## src/rtl/ord_log_pkg.sv

```systemverilog
package ord_log_pkg;

    localparam int CLK_FIELD_W = 16;
    localparam int TID_FIELD_W = 16;
    localparam int CNT_FIELD_W = 32;
    localparam int REC_W       = CLK_FIELD_W + TID_FIELD_W + CNT_FIELD_W;
    localparam int REC_BYTES   = REC_W / 8;

    typedef enum logic [1:0] {
        ST_IDLE = 2'd0,
        ST_SEND = 2'd1,
        ST_FULL = 2'd2
    } wr_state_e;

    // Packed MSB first: count [63:32], thread [31:16], clock [15:0]
    typedef struct packed {
        logic [CNT_FIELD_W-1:0] icnt;
        logic [TID_FIELD_W-1:0] tid;
        logic [CLK_FIELD_W-1:0] clk;
    } log_rec_t;

endpackage

```

## src/rtl/ord_instr_ctr.sv

```systemverilog
module ord_instr_ctr #(
    parameter int CNT_W = 32
) (
    input  logic             clk,
    input  logic             rst_n,
    input  logic             retire,
    input  logic             restart,
    output logic [CNT_W-1:0] count,
    output logic             at_max
);

    localparam logic [CNT_W-1:0] CNT_MAX = '1;

    logic [CNT_W-1:0] cnt_q;

    assign count  = cnt_q;
    assign at_max = (cnt_q == CNT_MAX);

    always_ff @(posedge clk or negedge rst_n) begin
        if (!rst_n) begin
            cnt_q <= '0;
        end else if (restart) begin
            cnt_q <= CNT_W'(retire);
        end else if (retire && !at_max) begin
            cnt_q <= cnt_q + 1'b1;
        end
    end


    no_wrap_chk: assert property (@(posedge clk) disable iff (!rst_n)
        (cnt_q == CNT_MAX) && retire && !restart |=> cnt_q == CNT_MAX);


    count_step_chk: assert property (@(posedge clk) disable iff (!rst_n)
        (cnt_q != CNT_MAX) && retire && !restart |=> cnt_q == $past(cnt_q) + 1'b1);

endmodule

```

## src/rtl/ord_log_ptr.sv

```systemverilog
module ord_log_ptr #(
    parameter int AW   = 32,
    parameter int STEP = 8
) (
    input  logic          clk,
    input  logic          rst_n,
    input  logic          load,
    input  logic [AW-1:0] load_next,
    input  logic [AW-1:0] load_end,
    input  logic          advance,
    output logic [AW-1:0] next_ptr,
    output logic          exhaust
);

    localparam logic [AW:0] STEP_X = (AW+1)'(STEP);

    logic [AW-1:0] next_q;
    logic [AW-1:0] end_q;

    assign next_ptr = next_q;
    // Region used up once the slot after the current one reaches the end
    assign exhaust  = ({1'b0, next_q} + STEP_X) >= {1'b0, end_q};

    always_ff @(posedge clk or negedge rst_n) begin
        if (!rst_n) begin
            next_q <= '0;
            end_q  <= '0;
        end else if (load) begin
            next_q <= load_next;
            end_q  <= load_end;
        end else if (advance) begin
            next_q <= next_q + AW'(STEP);
        end
    end


    ptr_step_chk: assert property (@(posedge clk) disable iff (!rst_n)
        advance && !load |=> next_q == $past(next_q) + AW'(STEP));


    ptr_load_chk: assert property (@(posedge clk) disable iff (!rst_n)
        load |=> next_q == $past(load_next) && end_q == $past(load_end));

endmodule

```

## src/rtl/order_log_writer.sv

```systemverilog
module order_log_writer
    import ord_log_pkg::*;
#(
    parameter int AW    = 32,
    parameter int CNT_W = 32   // 1..32, zero-extended into the record
) (
    input  logic          clk,
    input  logic          rst_n,
    input  logic [15:0]   thread_id,
    input  logic          retire,
    input  logic          chg_valid,
    input  logic [15:0]   chg_clock,
    output logic          chg_ready,
    input  logic          sw_load,
    input  logic [AW-1:0] sw_next,
    input  logic [AW-1:0] sw_end,
    output logic          wr_valid,
    output logic [AW-1:0] wr_addr,
    output logic [63:0]   wr_data,
    input  logic          wr_ready,
    output logic          log_full,
    output logic          ovf_req
);

    wr_state_e state_q, state_d;
    log_rec_t  pend_q;
    logic [CLK_FIELD_W-1:0] cur_clk_q;
    logic [CNT_W-1:0] count;
    logic chg_acc, wr_acc, exhaust;

    assign chg_acc = chg_valid && (state_q == ST_IDLE);
    assign wr_acc  = wr_ready  && (state_q == ST_SEND);

    ord_instr_ctr #(.CNT_W(CNT_W)) u_ctr (
        .clk     (clk),
        .rst_n   (rst_n),
        .retire  (retire),
        .restart (chg_acc),
        .count   (count),
        .at_max  (ovf_req)
    );

    ord_log_ptr #(.AW(AW), .STEP(REC_BYTES)) u_ptr (
        .clk       (clk),
        .rst_n     (rst_n),
        .load      (sw_load),
        .load_next (sw_next),
        .load_end  (sw_end),
        .advance   (wr_acc),
        .next_ptr  (wr_addr),
        .exhaust   (exhaust)
    );

    // State register
    always_ff @(posedge clk or negedge rst_n) begin
        if (!rst_n) state_q <= ST_IDLE;
        else        state_q <= state_d;
    end

    // Transitions
    always_comb begin
        state_d = state_q;
        unique case (state_q)
            ST_IDLE: if (chg_acc) state_d = ST_SEND;
            ST_SEND: if (wr_acc)  state_d = (exhaust && !sw_load) ? ST_FULL : ST_IDLE;
            ST_FULL: if (sw_load) state_d = ST_IDLE;
            default: state_d = ST_IDLE;
        endcase
    end

    // Outputs
    always_comb begin
        chg_ready = 1'b0;
        wr_valid  = 1'b0;
        log_full  = 1'b0;
        unique case (state_q)
            ST_IDLE: chg_ready = 1'b1;
            ST_SEND: wr_valid  = 1'b1;
            ST_FULL: log_full  = 1'b1;
            default: ;
        endcase
    end

    assign wr_data = pend_q;

    // Record capture and clock tracking
    always_ff @(posedge clk or negedge rst_n) begin
        if (!rst_n) begin
            pend_q    <= '0;
            cur_clk_q <= '0;
        end else if (chg_acc) begin
            pend_q.icnt <= CNT_FIELD_W'(count);
            pend_q.tid  <= thread_id;
            pend_q.clk  <= cur_clk_q;
            cur_clk_q   <= chg_clock;
        end
    end


    rec_src_chk: assert property (@(posedge clk) disable iff (!rst_n)
        $rose(wr_valid) |-> $past(chg_valid && chg_ready));


    wr_hold_chk: assert property (@(posedge clk) disable iff (!rst_n)
        wr_valid && !wr_ready && !sw_load |=> wr_valid && $stable(wr_data) && $stable(wr_addr));


    one_pend_chk: assert property (@(posedge clk) disable iff (!rst_n)
        wr_valid |-> !chg_ready);


    full_sticky_chk: assert property (@(posedge clk) disable iff (!rst_n)
        log_full && !sw_load |=> log_full && !wr_valid);

endmodule

```

## config.mk

```make
export PLATFORM = sky130hd
export DESIGN_NAME = order_log_writer
export DESIGN_NICKNAME = d
export VERILOG_FILES = /design/src/rtl/ord_log_pkg.sv /design/src/rtl/ord_instr_ctr.sv /design/src/rtl/ord_log_ptr.sv /design/src/rtl/order_log_writer.sv
export SDC_FILE = /design/constraint.sdc
export NUM_CORES = 1
export LEC_CHECK = 0
export ABC_CLOCK_PERIOD_IN_PS = 3600
export BUFFER_PORTS_ARGS = -buffer_cell sky130_fd_sc_hd__buf_2
export CORE_ASPECT_RATIO = 1.1
export CORE_MARGIN = 4
export CORE_UTILIZATION = 40
export CTS_CLUSTER_SIZE = 10
export DETAILED_ROUTE_END_ITERATION = 10
export HOLD_SLACK_MARGIN = 0.02
export PLACE_DENSITY = 0.62
export SYNTH_ARGS = -nofsm -noshare
export SYNTH_HDL_FRONTEND = slang
export SYNTH_SLANG_ARGS = --single-unit
```

## constraint.sdc

```tcl
create_clock -name clk -period 3.6 [get_ports clk]
set_input_delay 0.36 -clock clk [delete_from_list [all_inputs] [get_ports clk]]
set_output_delay 0.36 -clock clk [all_outputs]
set_load 0.02 [all_outputs]
```

==> flow_metrics.py, run 1 <==
metrics = {
    "status": {
        "status": "finished, violations left",
        "failed_checks": "hold timing",
    },
    "clock_network": {
        "cts_buffers": 17,
        "post_cts_buffers": 0,
        "clockBufferDepth": 2,
        "clkTransAtPathRegs_ps": 70,
        "cts_tree": "yes",
        "clk_latency_ps": 430,
        "holdBufCountCts": 0,
        "htree_levels": 4,
        "cts_root_buffer": "clkbuf_16",
        "clock-sinks": 178,
    },
    "flow_run": {
        "maxCapViolations": 0,
    },
    "route": {
        "drc": 0,
        "routed_wl_mm": 22.3,
        "via_count": 7232,
        "dr.pass1.iters": 4,
        "viasPerCell": 4.85,
        "wire_per_inst_um": 15.0,
        "route.antenna.remaining_nets": 0,
        "dr.first_iter.drc_count": 297,
    },
    "logic_synthesis": {
        "ys_ff_latch": 178,
        "async_reset_ff_share_pct": 100,
        "synth_nets": 1142,
        "netlist_area_um2": 8920,
        "synth.avg_cell_area_um2": 8.87,
        "ys_seq_area_share_pct": 49.9,
        "synthFlopType": "dfrtp_1",
        "yosysWarnings": 0,
        "synth_edf_count": 0,
        "syn_inst": 1006,
        "synth_cell_types": 50,
    },
    "floorplanning": {
        "fp.dieH_um": 165,
        "die_area_um2": 24800,
        "start_util_pct": 40.5,
        "core_um2": 22000,
        "pin_count": 202,
        "rows": 57,
        "dieWidth_um": 150,
    },
    "worst_setup_path": {
        "crit_path_end": "state_q[1]",
        "r2r_start": "u_ptr.next_ptr[7]",
        "ff2ff_path_depth": 11,
        "reg2reg_to": "state_q[1]",
        "critPathArrivalTime_ps": 3500,
        "cp-startpoint": "u_ptr.next_ptr[7]",
        "r2r_setup_slack_ps": 360,
        "crit_fanout": 7,
        "criticalPathCategory": "register to register",
        "worst_setup_path_start_kind": "register",
        "worst-endpoint-required_ps": 3860,
        "cp-end-kind": "register",
    },
    "timing": {
        "slew_viol_final": 0,
        "layout_min_cycle_time_ps": 3240,
        "fin_skew_ps": 11.8,
        "fin_crit_sh_pct": 90.0,
        "finalHoldViolCount": 1,
        "fin_setup_tns_ps": 0,
        "hold-worst-slack_ps": -1.25,
        "tightest_slew_ps": 1090,
        "setup_viol": 0,
        "slew_headroom_pct": 27.5,
        "max_freq_mhz": 309,
        "worst_slack_ps": 359,
        "rsz0062_at_grt": "false",
    },
    "finish": {
        "final_nets": 1320,
        "fin_area_um2": 10800,
        "final_common_cell": "nand2_1",
        "layout_common_cells": "nand2_1 (342), buf_2 (199), dfrtp_1 (178)",
        "area_growth_pct": 20.7,
        "diodes": 0,
        "drive_gt1_share_pct": 23.3,
    },
    "placed_design": {
        "place_hpwl_mm": 15.9,
        "gp_congestion": 0.823,
        "placed_area_um2": 10200,
        "dpl_worst_slack_ps": 345,
        "port_buffers": 201,
    },
    "global_route": {
        "grt_max_degree": 127,
        "grt_antenna_before_repair": 0,
        "grt_pass1_wl_mm": 36.9,
        "grt_pass1_vias": 7237,
        "overflow": 0,
        "gr-usage-all-layers_pct": 18.5,
    },
    "pwr": {
        "ir_worst_vdd_uv": 324,
        "total_power_mw": 5.59,
        "leakage_nw": 5.52,
        "power_density_nw_per_um2": 519,
    },
    "min_path": {
        "worstHoldPathType": "input pin to asynchronous set/reset pin",
    },
}
metal layers:
layer	vias up	track usage [%]	part of all wire, %
met1	3399	25.5	47
met2	160	29.3	45
met5	-	0	0
met3	28	4.72	6.0
li1	3645	-	-
met4	0	4.74	1.6
what timing repair did:
| action | in CTS | in global routing |
|---|---|---|
| endpoints found under the hold margin | 0 | 0 |
| gates resized for setup | 0 | 1 |
| endpoints found under the setup margin | 0 | 1 |
synthesized netlist by cell type, types with 8 or more instances:
master,number,area [um2]
a21oi_1,17,85.1
and3_1,13,81.3
buf_2,9,45.0
clkbuf_1,32,120
dfrtp_1,178,4450
ha_1,34,425
inv_1,38,143
nand2_1,343,1290
nand3_1,29,145
nand3_2,8,80.1
nand4_1,22,138
nor2_1,47,176
o21ai_0,67,335
xnor2_1,40,350
xor2_1,41,359
cell type report:
cell class | count | area, um2
clock buffers | 20 | 447
clock inverters | 12 | 149
fillers | 2144 | 11300
inverters | 38 | 143
multi-input cells | 739 | 4100
flip-flops and latches | 178 | 4450
well taps | 295 | 369
repair buffers | 210 | 1110
metrics by stage:
step                      instances  util, %
final                          1492     48.9
after global routing           1492     48.9
after CTS                      1492     48.8
after detailed placement       1460     46.1
after global placement         1460     46.1
after floorplan                1006        -
where the power goes:
part           switching, mW  internal, mW
logic                  0.814         0.424
registers              0.180          2.28
clock network          0.831          1.06
critical path, cell delays in order, from the launching register on:
cell and delay, ps:
dfrtp_1 470, nand4_2 250, nor3_2 480, and2_1 390, xor2_1 210, ha_1 290, a21oi_1 140, nand2_1 70
a221oi_1 330, o21ai_0 140, o211ai_1 200, a311oi_1 110
flip-flops by register name, indices dropped and copies added (netlist names):
name and cells:
cur_clk_q 16, state_q 2, u_ctr.count 32, u_ptr.end_q 32
u_ptr.next_ptr 32, wr_data 64
how the worst min path moves through the flow:
stage                          end  slack [ps]
global route        u_ptr.end_q[6]          70
CTS                 u_ptr.end_q[6]          50
detailed placement      wr_data[2]         450
finish              u_ptr.end_q[6]          -1
global placement        wr_data[8]         440
floorplan             cur_clk_q[0]          60
logic make-up after synthesis:
kind of cell / Yosys count / share of synthesized area (%)
compound gates: 104 / 6.40
xor+xnor: 81 / 7.95
buf+inv: 89 / 4.22
mux: 4 / 0.491
flops: 178 / 49.9
simple gates: 516 / 26.2
fa+ha+maj: 34 / 4.77
No activity file was read; power rests on OpenSTA's default activity.
==> run 2: changes to the inputs <==
--- a/config.mk
+++ b/config.mk
@@ -9,11 +9,13 @@
 export BUFFER_PORTS_ARGS = -buffer_cell sky130_fd_sc_hd__buf_2
 export CORE_ASPECT_RATIO = 1.1
 export CORE_MARGIN = 4
-export CORE_UTILIZATION = 40
+export CORE_UTILIZATION = 50
 export CTS_CLUSTER_SIZE = 10
 export DETAILED_ROUTE_END_ITERATION = 10
 export HOLD_SLACK_MARGIN = 0.02
-export PLACE_DENSITY = 0.62
+export PLACE_DENSITY = 0.74
+export REMOVE_ABC_BUFFERS = 1
 export SYNTH_ARGS = -nofsm -noshare
 export SYNTH_HDL_FRONTEND = slang
+export SYNTH_HIERARCHICAL = 1
 export SYNTH_SLANG_ARGS = --single-unit
==> run 2 against run 1 <==
The run still ends with hold timing left. Combinational power up 43%. Maximum frequency shrank 4.1%. Flip-flop and latch count did not move. Clock-buffer cell count fell by 1. Core utilization increased by 12 points. Critical endpoint unchanged.
==> flow_metrics.py, run 2 <==
metrics = {
    "timing": {
        "slew_headroom_pct": 34.0,
        "fin_crit_sh_pct": 93.9,
        "layout_min_cycle_time_ps": 3380,
        "max_freq_mhz": 296,
        "fin_skew_ps": 8.81,
        "slew_viol_final": 0,
        "finalHoldViolCount": 6,
        "fin_setup_tns_ps": 0,
        "tightest_slew_ps": 982,
        "setup_viol": 0,
        "worst_slack_ps": 221,
        "hold-worst-slack_ps": -8.26,
    },
    "pwr": {
        "p_seq_share_pct": 42.4,
        "p_comb_share_pct": 28.8,
        "power_density_nw_per_um2": 544,
        "leakage_nw": 5.42,
        "power_switching_mw": 2.00,
        "internal_power_mw": 4.15,
        "p_sw_share_pct": 32.6,
        "ir_worst_vdd_uv": 342,
        "power_frac_clock_pct": 28.7,
    },
    "min_path": {
        "worstHoldPathType": "input pin to asynchronous set/reset pin",
    },
    "global_route": {
        "grt_antenna_before_repair": 3,
        "gr-usage-all-layers_pct": 20.1,
        "grt_max_degree": 93,
        "overflow": 0,
        "grt_pass1_wl_mm": 35.4,
        "grt_pass1_vias": 7078,
    },
    "logic_synthesis": {
        "synth.area.mux_share_pct": 13.5,
        "synth_edf_count": 0,
        "yosysWarnings": 6,
        "ys_seq_area_share_pct": 47.1,
        "yosysMostFrequentCell": "dfrtp_1",
        "synth_top_area_share_pct": 47.1,
        "synth-xor-area-share_pct": 6.21,
        "ys_top_cells_by_area": "dfrtp_1 (47%), mux2_4 (13%), ha_1 (4.5%)",
        "synth-adder-area-share_pct": 4.50,
        "synthSimpleGateAreaFrac_pct": 15.2,
        "synth_top_family_by_area": "simple AND/OR/NAND/NOR gates",
        "syn_inst": 850,
        "synthTopCellsByCount": "dfrtp_1 (178), nand2_1 (91), mux2_4 (79), o21ai_0 (68), inv_1 (44)",
        "netlist_area_um2": 9460,
        "synth.avg_cell_area_um2": 11.1,
        "synth.largest_area_cell": "dfrtp_1",
        "async_reset_ff_share_pct": 100,
        "ys_ff_latch": 178,
        "synth_compound_area_share_pct": 7.99,
        "synthFlopType": "dfrtp_1",
        "synth_cell_types": 58,
    },
    "finish": {
        "fill_cells": 1517,
        "largest_reg_flops": 64,
        "layout_common_cells": "buf_2 (199), dfrtp_1 (175), nand2_1 (91)",
        "final_util_pct": 61.1,
        "layoutNonFillerInstCount": 1310,
        "final_nets": 1189,
        "drive_gt1_share_pct": 35.7,
        "final_common_cell": "buf_2",
        "area_growth_pct": 19.4,
    },
    "route": {
        "wire_per_inst_um": 16.3,
        "viasPerCell": 5.33,
        "route.antenna.remaining_nets": 0,
        "drc": 0,
        "routed_wl_mm": 21.4,
        "dr.first_iter.drc_count": 324,
        "via_count": 6984,
        "dr.pass1.iters": 5,
    },
    "clock_network": {
        "cts_buffers": 17,
        "cts_tree": "yes",
        "clockBufferDepth": 2,
        "cts_root_buffer": "clkbuf_16",
        "holdBufCountCts": 0,
        "clock-sinks": 178,
        "clkTransAtPathRegs_ps": 70,
        "clk_latency_ps": 420,
        "htree_levels": 4,
    },
    "worst_setup_path": {
        "slowest_stage": "or4b_2",
        "worst-endpoint-required_ps": 3950,
        "crit_fanout": 7,
        "critPathMostFrequentCell": "nand4_1",
        "crit_chain": "nand4_1, or3_4, nor3_1, xor2_1, ha_1, nand3_1, nor4_4, or4b_2, nand4_1, nand4b_1, a21oi_1",
        "r2r_setup_slack_ps": 220,
        "crit_family": "simple AND/OR/NAND/NOR gates",
        "cp_slowest_stage_delay_ps": 620,
        "worst_setup_path_start_kind": "register",
        "cp-end-kind": "register",
        "path_buf_inv": 0,
        "criticalPathCategory": "register to register",
        "critPathArrivalTime_ps": 3730,
    },
    "placed_design": {
        "place_inst": 1274,
        "gp_congestion": 0.844,
        "port_buffers": 201,
        "place_hpwl_mm": 15.5,
        "dpl_worst_slack_ps": -33.5,
    },
    "floorplanning": {
        "fp.dieH_um": 152,
        "start_util_pct": 51.2,
        "rows": 52,
        "dieWidth_um": 139,
        "pin_count": 202,
        "die_area_um2": 21200,
        "core_um2": 18500,
    },
    "status": {
        "status": "finished, violations left",
        "failed_checks": "hold timing",
    },
    "flow_run": {
        "maxCapViolations": 0,
    },
}
## run 2: power by group through the flow
stage	clock network (mW)	logic (mW)	registers (mW)
3_5_place_dp	0	1.77	2.64
5_1_grt	1.90	1.91	2.66
4_1_cts	1.82	1.78	2.61
2_1_floorplan	0	0.961	2.90
6_report	1.77	1.77	2.61
3_3_place_gp	0	1.73	2.62
## run 2: layer usage
metal / routed length (um) / share of wire [%] / track usage [%]
met4: 473 / 2.2 / 7.46
met1: 9600 / 45 / 27.4
met5: 14 / 0.066 / 0
met2: 10200 / 48 / 31.9
met3: 1110 / 5.2 / 4.11
## run 2: layout make-up
cell class	instances	area (um2)	area share [%]
Clock buffer	19	443	3.92
Multi-Input combinational cell	580	4540	40.2
Clock inverter	13	119	1.05
Timing Repair Buffer	231	1260	11.1
Tap cell	243	304	2.69
Sequential cell	178	4460	39.5
Inverter	45	169	1.50
Antenna cell	1	2.50	0.0222
## run 2: stage by stage
stage	power [mW]	cell area [um2]	hold WS, ps
2_1_floorplan	3.86	9100	64.4
3_3_place_gp	4.36	10600	483
3_5_place_dp	4.41	10600	487
4_1_cts	6.21	11200	25.5
5_1_grt	6.48	11300	42.8
6_report	6.15	11300	-8.26
## run 2: worst paths after layout
kind,startpoint,to,cells past startpoint
max in group asynchronous,rst_n,u_ptr/next_ptr[8],2
min in group clk,sw_end[2],u_ptr/end_q[2],3
min,rst_n,wr_data[51],1
max,u_ptr/next_ptr[21],state_q[1],11
max reg2reg,u_ptr/next_ptr[21],state_q[1],11
min reg2reg,wr_data[26],wr_data[26],1
## run 2: repair_timing
| action | in CTS | in global routing |
|---|---|---|
| endpoints found under the setup margin | 1 | 1 |
| pin swaps | 0 | 3 |
| gates resized for setup | 1 | 16 |
| buffers inserted | 0 | 3 |
## run 2: cells by family (layout without fill, tap and decap cells)
logic type,Yosys count,after routing
compound gates,130,130
simple gates,262,262
buf+inv,92,308
mux,87,87
other cells,0,1
flops,178,178
xor+xnor,67,67
fa+ha+maj,34,34
